<file path="config.mk">
export PLATFORM = sky130hd
export DESIGN_NAME = phy_bringup_seq
export DESIGN_NICKNAME = d
export VERILOG_FILES = /design/src/rtl/phy_bringup_pkg.sv /design/src/rtl/bringup_interval_timer.sv /design/src/rtl/bringup_adv_map.sv /design/src/rtl/bringup_fsm.sv /design/src/rtl/phy_bringup_seq.sv
export SDC_FILE = /design/constraint.sdc
export NUM_CORES = 1
export LEC_CHECK = 0
export BUFFER_PORTS_ARGS = -buffer_cell sky130_fd_sc_hd__buf_2
export CAP_MARGIN = 20
export CORE_ASPECT_RATIO = 1.2
export CORE_MARGIN = 4
export CORE_UTILIZATION = 59
export DETAILED_ROUTE_END_ITERATION = 16
export PLACE_DENSITY = 0.82
export SLEW_MARGIN = 10
export SYNTH_ARGS = -nofsm -noshare
export SYNTH_HDL_FRONTEND = slang
export SYNTH_SLANG_ARGS = --single-unit
</file>
<file path="constraint.sdc">
create_clock -name clk -period 3.9 [get_ports clk]
set_input_delay 0.585 -clock clk [delete_from_list [all_inputs] [get_ports clk]]
set_output_delay 0.585 -clock clk [all_outputs]
set_load 0.05 [all_outputs]
</file>
<file path="src/rtl/phy_bringup_pkg.sv">
package phy_bringup_pkg;

  // control register bits
  localparam int CTL_RESET   = 15;
  localparam int CTL_SPEED   = 13;
  localparam int CTL_ANEN    = 12;
  localparam int CTL_ANRST   = 9;
  localparam int CTL_DUPLEX  = 8;

  // status register bits
  localparam int STS_ANDONE  = 5;
  localparam int STS_RFAULT  = 4;
  localparam int STS_ABIL_HI = 15;   // abilities occupy 15 downto 11
  localparam int ADV_ABIL_HI = 9;    // advertised abilities occupy 9 downto 5
  localparam int ABIL_COUNT  = 5;

  localparam logic [15:0] WORD_RESET   = 16'h1 << CTL_RESET;
  localparam logic [15:0] WORD_ANSTART = (16'h1 << CTL_ANEN) | (16'h1 << CTL_ANRST);
  localparam logic [15:0] WORD_ANFORCE = WORD_ANSTART | (16'h1 << CTL_SPEED) | (16'h1 << CTL_DUPLEX);
  localparam logic [15:0] WORD_MASKALL = 16'hFFFF;
  localparam logic [15:0] WORD_SELECT  = 16'h0001;

  typedef enum logic [3:0] {
    ST_IDLE,
    ST_RST_WR,
    ST_RST_RD,
    ST_RST_WAIT,
    ST_MASK_WR,
    ST_ABIL_RD,
    ST_ADV_WR,
    ST_ADV_RD,
    ST_AN_WR,
    ST_AN_RD,
    ST_AN_WAIT,
    ST_FLT_WR,
    ST_FINISH
  } seq_state_e;

endpackage

</file>
<file path="src/rtl/bringup_interval_timer.sv">
module bringup_interval_timer #(
  parameter int unsigned TICK_CYCLES = 50_000_000
) (
  input  logic clk,
  input  logic rst_n,
  input  logic run_i,
  output logic tick_o
);

  localparam int CNT_W = $clog2(TICK_CYCLES + 1);
  localparam logic [CNT_W-1:0] CNT_LAST = CNT_W'(TICK_CYCLES - 1);

  logic [CNT_W-1:0] cnt_q, cnt_d;
  logic             cnt_en;

  assign tick_o = run_i && (cnt_q == CNT_LAST);

  always_comb begin
    cnt_en = 1'b0;
    cnt_d  = cnt_q;
    if (!run_i) begin
      cnt_en = (cnt_q != '0);
      cnt_d  = '0;
    end else if (tick_o) begin
      cnt_en = 1'b1;
      cnt_d  = '0;
    end else begin
      cnt_en = 1'b1;
      cnt_d  = cnt_q + 1'b1;
    end
  end

  always_ff @(posedge clk or negedge rst_n) begin
    if (!rst_n)      cnt_q <= '0;
    else if (cnt_en) cnt_q <= cnt_d;
  end

  AST_TICK_WRAP: assert property (@(posedge clk) disable iff (!rst_n)
    tick_o |=> (cnt_q == '0)) else $error("interval counter did not wrap");

endmodule

</file>
<file path="src/rtl/bringup_adv_map.sv">
module bringup_adv_map
  import phy_bringup_pkg::*;
(
  input  logic [15:0] ability_i,
  output logic [15:0] adv_o
);

  logic [15:0] abil_bits;

  for (genvar k = 0; k < 16; k++) begin : g_bit
    if (k <= ADV_ABIL_HI && k > ADV_ABIL_HI - ABIL_COUNT) begin : g_copy
      assign abil_bits[k] = ability_i[k + (STS_ABIL_HI - ADV_ABIL_HI)];
    end else begin : g_zero
      assign abil_bits[k] = 1'b0;
    end
  end

  assign adv_o = abil_bits | WORD_SELECT;

endmodule

</file>
<file path="src/rtl/bringup_fsm.sv">
module bringup_fsm
  import phy_bringup_pkg::*;
#(
  parameter int          RST_POLLS = 6,
  parameter int          AN_POLLS  = 10,
  parameter logic [4:0]  REG_CTRL  = 5'd0,
  parameter logic [4:0]  REG_STAT  = 5'd1,
  parameter logic [4:0]  REG_ADV   = 5'd4,
  parameter logic [4:0]  REG_MASK  = 5'd19
) (
  input  logic        clk,
  input  logic        rst_n,
  input  logic        start_i,
  input  logic        tick_i,
  output logic        run_o,
  input  logic [15:0] adv_i,
  output logic        cmd_req_o,
  output logic        cmd_wr_o,
  output logic [4:0]  cmd_reg_o,
  output logic [15:0] cmd_wdata_o,
  input  logic        cmd_ack_i,
  input  logic [15:0] cmd_rdata_i,
  output logic        done_o,
  output logic        fail_o,
  output logic [15:0] status_o
);

  localparam int MAXP = (RST_POLLS > AN_POLLS) ? RST_POLLS : AN_POLLS;
  localparam int PW   = $clog2(MAXP + 1);
  localparam logic [PW-1:0] RST_LAST = PW'(RST_POLLS - 1);
  localparam logic [PW-1:0] AN_LAST  = PW'(AN_POLLS - 1);

  seq_state_e       state_q, state_d;
  logic [PW-1:0]    poll_q, poll_d;
  logic [15:0]      stat_q, stat_d;
  logic             fail_q, fail_d;
  logic             poll_en, stat_en, fail_en;
  logic             xfer;

  assign xfer     = cmd_req_o && cmd_ack_i;
  assign run_o    = (state_q == ST_RST_WAIT) || (state_q == ST_AN_WAIT);
  assign done_o   = (state_q == ST_FINISH);
  assign fail_o   = fail_q;
  assign status_o = stat_q;

  // command decode from the registered state
  always_comb begin
    cmd_req_o   = 1'b1;
    cmd_wr_o    = 1'b0;
    cmd_reg_o   = REG_CTRL;
    cmd_wdata_o = '0;
    unique case (state_q)
      ST_RST_WR:  begin cmd_wr_o = 1'b1; cmd_wdata_o = WORD_RESET; end
      ST_RST_RD:  cmd_reg_o = REG_CTRL;
      ST_MASK_WR: begin cmd_wr_o = 1'b1; cmd_reg_o = REG_MASK; cmd_wdata_o = WORD_MASKALL; end
      ST_ABIL_RD: cmd_reg_o = REG_STAT;
      ST_ADV_WR:  begin cmd_wr_o = 1'b1; cmd_reg_o = REG_ADV; cmd_wdata_o = adv_i; end
      ST_ADV_RD:  cmd_reg_o = REG_ADV;
      ST_AN_WR:   begin cmd_wr_o = 1'b1; cmd_wdata_o = WORD_ANSTART; end
      ST_AN_RD:   cmd_reg_o = REG_STAT;
      ST_FLT_WR:  begin cmd_wr_o = 1'b1; cmd_wdata_o = WORD_ANFORCE; end
      default:    cmd_req_o = 1'b0;
    endcase
  end

  // next state
  always_comb begin
    state_d = state_q;
    poll_d  = poll_q;
    stat_d  = stat_q;
    fail_d  = fail_q;
    poll_en = 1'b0;
    stat_en = 1'b0;
    fail_en = 1'b0;
    unique case (state_q)
      ST_IDLE: if (start_i) begin
        state_d = ST_RST_WR;
        stat_d  = '0;  stat_en = 1'b1;
        fail_d  = 1'b0; fail_en = 1'b1;
      end
      ST_RST_WR: if (xfer) begin
        state_d = ST_RST_RD;
        poll_d  = '0; poll_en = 1'b1;
      end
      ST_RST_RD: if (xfer) begin
        if (!cmd_rdata_i[CTL_RESET]) begin
          state_d = ST_MASK_WR;
        end else if (poll_q == RST_LAST) begin
          state_d = ST_FINISH;
          fail_d  = 1'b1; fail_en = 1'b1;
        end else begin
          state_d = ST_RST_WAIT;
          poll_d  = poll_q + 1'b1; poll_en = 1'b1;
        end
      end
      ST_RST_WAIT: if (tick_i) state_d = ST_RST_RD;
      ST_MASK_WR:  if (xfer) state_d = ST_ABIL_RD;
      ST_ABIL_RD: if (xfer) begin
        state_d = ST_ADV_WR;
        stat_d  = cmd_rdata_i; stat_en = 1'b1;
      end
      ST_ADV_WR: if (xfer) state_d = ST_ADV_RD;
      ST_ADV_RD: if (xfer) state_d = ST_AN_WR;
      ST_AN_WR: if (xfer) begin
        state_d = ST_AN_RD;
        poll_d  = '0; poll_en = 1'b1;
      end
      ST_AN_RD: if (xfer) begin
        stat_d = cmd_rdata_i; stat_en = 1'b1;
        if (cmd_rdata_i[STS_ANDONE]) begin
          state_d = ST_FINISH;
          fail_d  = cmd_rdata_i[STS_RFAULT]; fail_en = 1'b1;
        end else if (poll_q == AN_LAST) begin
          state_d = ST_FINISH;
          fail_d  = 1'b1; fail_en = 1'b1;
        end else begin
          state_d = ST_AN_WAIT;
          poll_d  = poll_q + 1'b1; poll_en = 1'b1;
        end
      end
      ST_AN_WAIT: if (tick_i) state_d = stat_q[STS_RFAULT] ? ST_FLT_WR : ST_AN_RD;
      ST_FLT_WR:  if (xfer) state_d = ST_AN_RD;
      ST_FINISH:  state_d = ST_IDLE;
      default:    state_d = ST_IDLE;
    endcase
  end

  // registers
  always_ff @(posedge clk or negedge rst_n) begin
    if (!rst_n) begin
      state_q <= ST_IDLE;
      poll_q  <= '0;
      stat_q  <= '0;
      fail_q  <= 1'b0;
    end else begin
      state_q <= state_d;
      if (poll_en) poll_q <= poll_d;
      if (stat_en) stat_q <= stat_d;
      if (fail_en) fail_q <= fail_d;
    end
  end

  AST_START_RESET_WR: assert property (@(posedge clk) disable iff (!rst_n)
    (state_q == ST_IDLE && start_i) |=>
      (cmd_req_o && cmd_wr_o && cmd_reg_o == REG_CTRL && cmd_wdata_o == WORD_RESET))
    else $error("run did not open with reset write");

  AST_MASK_ALL: assert property (@(posedge clk) disable iff (!rst_n)
    (cmd_req_o && cmd_wr_o && cmd_reg_o == REG_MASK) |-> (cmd_wdata_o == WORD_MASKALL))
    else $error("mask write not all ones");

  AST_ADV_SELECTOR: assert property (@(posedge clk) disable iff (!rst_n)
    (cmd_req_o && cmd_wr_o && cmd_reg_o == REG_ADV) |-> (cmd_wdata_o[4:0] == 5'b00001))
    else $error("advertisement selector wrong");

  AST_AN_TIMEOUT_FAIL: assert property (@(posedge clk) disable iff (!rst_n)
    (state_q == ST_AN_RD && xfer && !cmd_rdata_i[STS_ANDONE] && poll_q == AN_LAST) |=>
      (done_o && fail_o))
    else $error("negotiation timeout not flagged");

  AST_DONE_PULSE: assert property (@(posedge clk) disable iff (!rst_n)
    done_o |=> (!done_o && !cmd_req_o)) else $error("done longer than one cycle");

  AST_CMD_HOLD: assert property (@(posedge clk) disable iff (!rst_n)
    (cmd_req_o && !cmd_ack_i) |=>
      (cmd_req_o && $stable(cmd_wr_o) && $stable(cmd_reg_o) && $stable(cmd_wdata_o)))
    else $error("command changed before acknowledge");

endmodule

</file>
<file path="src/rtl/phy_bringup_seq.sv">
module phy_bringup_seq #(
  parameter int unsigned TICK_CYCLES  = 50_000_000,
  parameter int          RST_POLLS    = 6,
  parameter int          AN_TIMEOUT_S = 5,
  parameter logic [4:0]  REG_CTRL     = 5'd0,
  parameter logic [4:0]  REG_STAT     = 5'd1,
  parameter logic [4:0]  REG_ADV      = 5'd4,
  parameter logic [4:0]  REG_MASK     = 5'd19
) (
  input  logic        clk,
  input  logic        rst_n,
  input  logic        start_i,
  output logic        cmd_req_o,
  output logic        cmd_wr_o,
  output logic [4:0]  cmd_reg_o,
  output logic [15:0] cmd_wdata_o,
  input  logic        cmd_ack_i,
  input  logic [15:0] cmd_rdata_i,
  output logic        done_o,
  output logic        fail_o,
  output logic [15:0] status_o
);

  localparam int AN_POLLS = 2 * AN_TIMEOUT_S;

  logic [1:0]  rsync_q;
  logic        rst_int_n;
  logic        tick;
  logic        run;
  logic [15:0] adv_word;

  // asynchronous assertion, synchronous release
  always_ff @(posedge clk or negedge rst_n) begin
    if (!rst_n) rsync_q <= 2'b00;
    else        rsync_q <= {rsync_q[0], 1'b1};
  end
  assign rst_int_n = rsync_q[1];

  bringup_interval_timer #(.TICK_CYCLES(TICK_CYCLES)) u_timer (
    .clk    (clk),
    .rst_n  (rst_int_n),
    .run_i  (run),
    .tick_o (tick)
  );

  bringup_adv_map u_adv (
    .ability_i (status_o),
    .adv_o     (adv_word)
  );

  bringup_fsm #(
    .RST_POLLS (RST_POLLS),
    .AN_POLLS  (AN_POLLS),
    .REG_CTRL  (REG_CTRL),
    .REG_STAT  (REG_STAT),
    .REG_ADV   (REG_ADV),
    .REG_MASK  (REG_MASK)
  ) u_fsm (
    .clk         (clk),
    .rst_n       (rst_int_n),
    .start_i     (start_i),
    .tick_i      (tick),
    .run_o       (run),
    .adv_i       (adv_word),
    .cmd_req_o   (cmd_req_o),
    .cmd_wr_o    (cmd_wr_o),
    .cmd_reg_o   (cmd_reg_o),
    .cmd_wdata_o (cmd_wdata_o),
    .cmd_ack_i   (cmd_ack_i),
    .cmd_rdata_i (cmd_rdata_i),
    .done_o      (done_o),
    .fail_o      (fail_o),
    .status_o    (status_o)
  );

endmodule

</file>
==> run summary <==
The critical-path maximum fanout works out to 25. Number of pins exceeding their max-slew limit in the final report: 0. The worst setup path is captured at an output port.

The fraction of registers with async set or reset after synthesis is 1.00. The number of non-filler instances in the completed layout is 462. Among cell families on the critical path, the largest total delay comes from simple AND/OR/NAND/NOR gates.

Number of nets in the finished design: 425. At the worst endpoint, the required time is 3.31 ns. The biggest cell delay along the critical path is 0.79 ns. In this run, distinct cell masters in the synthesized netlist total 51. TritonCTS built the clock tree.

In the layout the commonest cells are 59 x sky130_fd_sc_hd__buf_2, 55 x sky130_fd_sc_hd__nand2_1, 52 x sky130_fd_sc_hd__dfrtp_1. Counting tap cells, the placed design contains a total of 453 instances. The average wire per standard cell is 14.1 um. The leading register cell type out of synthesis was sky130_fd_sc_hd__dfrtp_1. Setup repair after global routing left no endpoint under its margin. For this block, the initial DRC count from the detailed router was 220. Static timing analysis puts the maximum clock frequency at 0.316 GHz. The flow ran to the end, and the final reports show no timing, DRC or antenna violations.

The power density over the cells works out to 732 nW/um^2. Counting flops and latches in the post-synthesis netlist gives 53. The longest clock path from root to sink contains 2 buffers. The overall routed net length is 6510 um. The total nets after synthesis is 381. The run gives 0 as the number of antenna violations at the first check in global routing. The region available for standard cell placement spans 4970 sq um. The run gives 0.614 as the starting density of the core.

The worst setup path category is reg2out. Aggregate negative setup slack: 0 ns. The tightest min-delay check is of the in2async type. The worst reg-to-reg path cell count is 6. The tools report the startpoint of the worst-slack reg-to-reg timing path as u_fsm.state_q[1]$_DFFE_PN0P_. The portion of the clock cycle consumed by the worst path in the final layout works out to 0.812.

Routability-driven placement finished with a final weighted congestion of 0.869. The tools report the remaining max-slew budget at the tightest pin as 0.437. The die area came out at 6390 sq um. The number of hold buffers added after cts came out at 0.

The logs give 2647 for the total vias in the final route and 2 for the maximum level of the CTS H-tree. The tree built by TritonCTS fans out to 53 sinks. On the critical path, the stage with the largest delay is an instance of sky130_fd_sc_hd__dfrtp_1.

Measured along the x axis, the die boundary spans 73.7 um. Clock-pin slew was measured on the worst setup and hold paths at 0.09 ns. The detail route stage leaves a number of antenna-violating nets equal to 0. Yosys mapped a number of flops with a built-in enable equal to 0. The logs give 5 for the total CTS buffers and 418 for the final-layout fill cell count. Before antenna repair, the detailed router went through 4 iterations. The signed area change from the synthesized netlist to the final layout is 11.9%, and the synthesis warning total is 0. The count of buffers added on input and output ports is 59. The cell count after synthesis came out at 357. The capturing point of the worst reg2reg path is u_timer.cnt_q[20]$_DFFE_PN0P_. After detailed routing, the number of vias per cell comes to 5.73. The residual DRC count was 0. The final count of negative-setup-slack endpoints was 0.

The tree is rooted in a sky130_fd_sc_hd__clkbuf_8. For the number of global-route vias before repair, the log shows 2431. The ratio of cells with drive above 1 in the final layout was 0.192; the insertion delay of the later-clocked pin in the worst-skew pair was 0.30 ns. Traced cell by cell, the critical path runs through nand2b_1, a21oi_1, and2_1, or2_2, buf_2. The first global-routing pass estimated 10800 um of wire.

The slew at the pin with the worst max-slew slack is 0.845 ns. For this run the aggregate overflow at the end of global routing stands at 0. In this run the post-CTS setup repair buffer count came out at 0. The aggregate global-route resource usage was 0.214; the floorplan die height was 86.8 um.

For the worst setup path, the data arrival time is 2.58 ns. On the final layout, the worst clock skew is 0.00808 ns. The peak supply drop was 0.326 mV. The synthesized netlist occupies a cell area of 3050 sq um.

The clock period minus final worst setup slack is 3.17 ns, and the reported max-cap violation count is 0. Each instance of the synthesized netlist takes up on average 8.55 sq um. In this run the static leakage power is 1.58 nW. The largest net degree at the start of global routing was 52; the buffer and inverter count on the worst path was 1. Leaving out fill and tap cells, the most frequent cell in the layout is sky130_fd_sc_hd__buf_2. The setup check on the worst reg-to-reg path leaves a slack of 1.09 ns. The run gives 28 as the row count. The half-perimeter wire length of the detailed placement result is 4710 um, and the number of gates resized after cts is 0. STA classifies the critical path startpoint as a flop.

The sequential cell area fraction in the yosys report is 0.434. Count of boundary I/O pins: 61. The antenna cell count was 0; the final hold violation count was 0.
==> state kept, by name (all words and copies together) (netlist names) <==
| register | flops |
|---|---|
| u_timer.cnt_q | 26 |
| u_fsm.status_o | 16 |
| u_fsm.poll_q | 4 |
| u_fsm.state_q | 4 |
| rsync_q | 2 |
| u_fsm.fail_o | 1 |
==> how the worst max path moves through the flow <==
stage               depth (start not counted)              end  slack (ns)                         start
floorplan                                   5  cmd_wdata_o[10]        0.56  u_fsm.state_q[0]$_DFFE_PN0P_
global placement                            5     cmd_reg_o[0]        1.18  u_fsm.state_q[2]$_DFFE_PN0P_
detailed placement                          5     cmd_reg_o[0]        1.11  u_fsm.state_q[2]$_DFFE_PN0P_
CTS                                         5     cmd_reg_o[0]        0.76  u_fsm.state_q[2]$_DFFE_PN0P_
global route                                5     cmd_reg_o[0]        0.52  u_fsm.state_q[2]$_DFFE_PN0P_
finish                                      5     cmd_reg_o[0]        0.73  u_fsm.state_q[2]$_DFFE_PN0P_
==> metrics by stage <==
stage / hold slack, ns / instance area (sq um) / utilization / total power [mW] / worst slack, ns
3_5_place_dp: 0.335 / 3310 / 0.665 / 2.20 / 1.11
5_1_grt: 0.0353 / 3420 / 0.687 / 2.66 / 0.520
6_report: 0.0501 / 3420 / 0.687 / 2.50 / 0.735
3_3_place_gp: 0.337 / 3310 / 0.665 / 2.18 / 1.18
2_1_floorplan: 0.289 / 3050 / - / 1.96 / 0.559
4_1_cts: 0.0375 / 3400 / 0.683 / 2.51 / 0.761
==> synthesized netlist by cell type (4+ instances only) <==
master | n | share of area
sky130_fd_sc_hd__nand2b_1 | 4 | 0.0082
sky130_fd_sc_hd__nand4_1 | 10 | 0.020
sky130_fd_sc_hd__nor4_1 | 10 | 0.020
sky130_fd_sc_hd__nand3b_1 | 5 | 0.012
sky130_fd_sc_hd__nand2_1 | 55 | 0.068
sky130_fd_sc_hd__buf_4 | 10 | 0.025
sky130_fd_sc_hd__dfrtp_1 | 53 | 0.43
sky130_fd_sc_hd__o21ai_0 | 31 | 0.051
sky130_fd_sc_hd__buf_1 | 4 | 0.0049
sky130_fd_sc_hd__o31ai_1 | 5 | 0.012
sky130_fd_sc_hd__xor2_1 | 16 | 0.046
sky130_fd_sc_hd__xnor2_1 | 10 | 0.029
sky130_fd_sc_hd__inv_1 | 8 | 0.0098
sky130_fd_sc_hd__nand3_1 | 13 | 0.021
sky130_fd_sc_hd__nor2_1 | 32 | 0.039
sky130_fd_sc_hd__a21oi_1 | 13 | 0.021
sky130_fd_sc_hd__nor3_1 | 9 | 0.015
sky130_fd_sc_hd__clkbuf_1 | 8 | 0.0098
sky130_fd_sc_hd__and3_1 | 8 | 0.016
sky130_fd_sc_hd__and2_1 | 5 | 0.010
sky130_fd_sc_hd__ha_1 | 4 | 0.016
==> layer usage <==
| layer | track usage | share of wire | up-vias |
|---|---|---|---|
| li1 | - | - | 1325 |
| met1 | 0.271 | 0.42 | 1225 |
| met2 | 0.356 | 0.50 | 80 |
| met3 | 0.0336 | 0.051 | 17 |
| met4 | 0.0988 | 0.028 | 0 |
| met5 | 0 | 0 | - |
==> layout make-up <==
type | instances | area (sq um) | share of cell area
clock buffer | 6 | 72.6 | 0.0212
clock inverter | 2 | 13.8 | 0.00403
inverter | 9 | 33.8 | 0.00989
multi-input combinational | 270 | 1560 | 0.458
sequential | 53 | 1330 | 0.389
tap | 60 | 75.1 | 0.0220
timing repair buffer | 62 | 330 | 0.0967
==> logic make-up (layout without fill, tap and decap cells) <==
logic type	count (synthesis)	in the layout	share of synthesized area
xor+xnor	26	26	0.0746
fa+ha+maj	4	4	0.0164
mux	2	2	0.00697
flops	53	53	0.434
buf+inv	34	79	0.0553
compound gates	68	68	0.134
other cells	2	2	0.00246
simple gates	168	168	0.276
==> where the power goes <==
part	internal, mW	total [mW]	switching (mW)
Combinational	0.379	1.37	0.989
Sequential	0.638	0.830	0.192
Clock	0.128	0.302	0.173
Total	1.14	2.50	1.35
No activity file was read; power rests on OpenSTA's default activity.
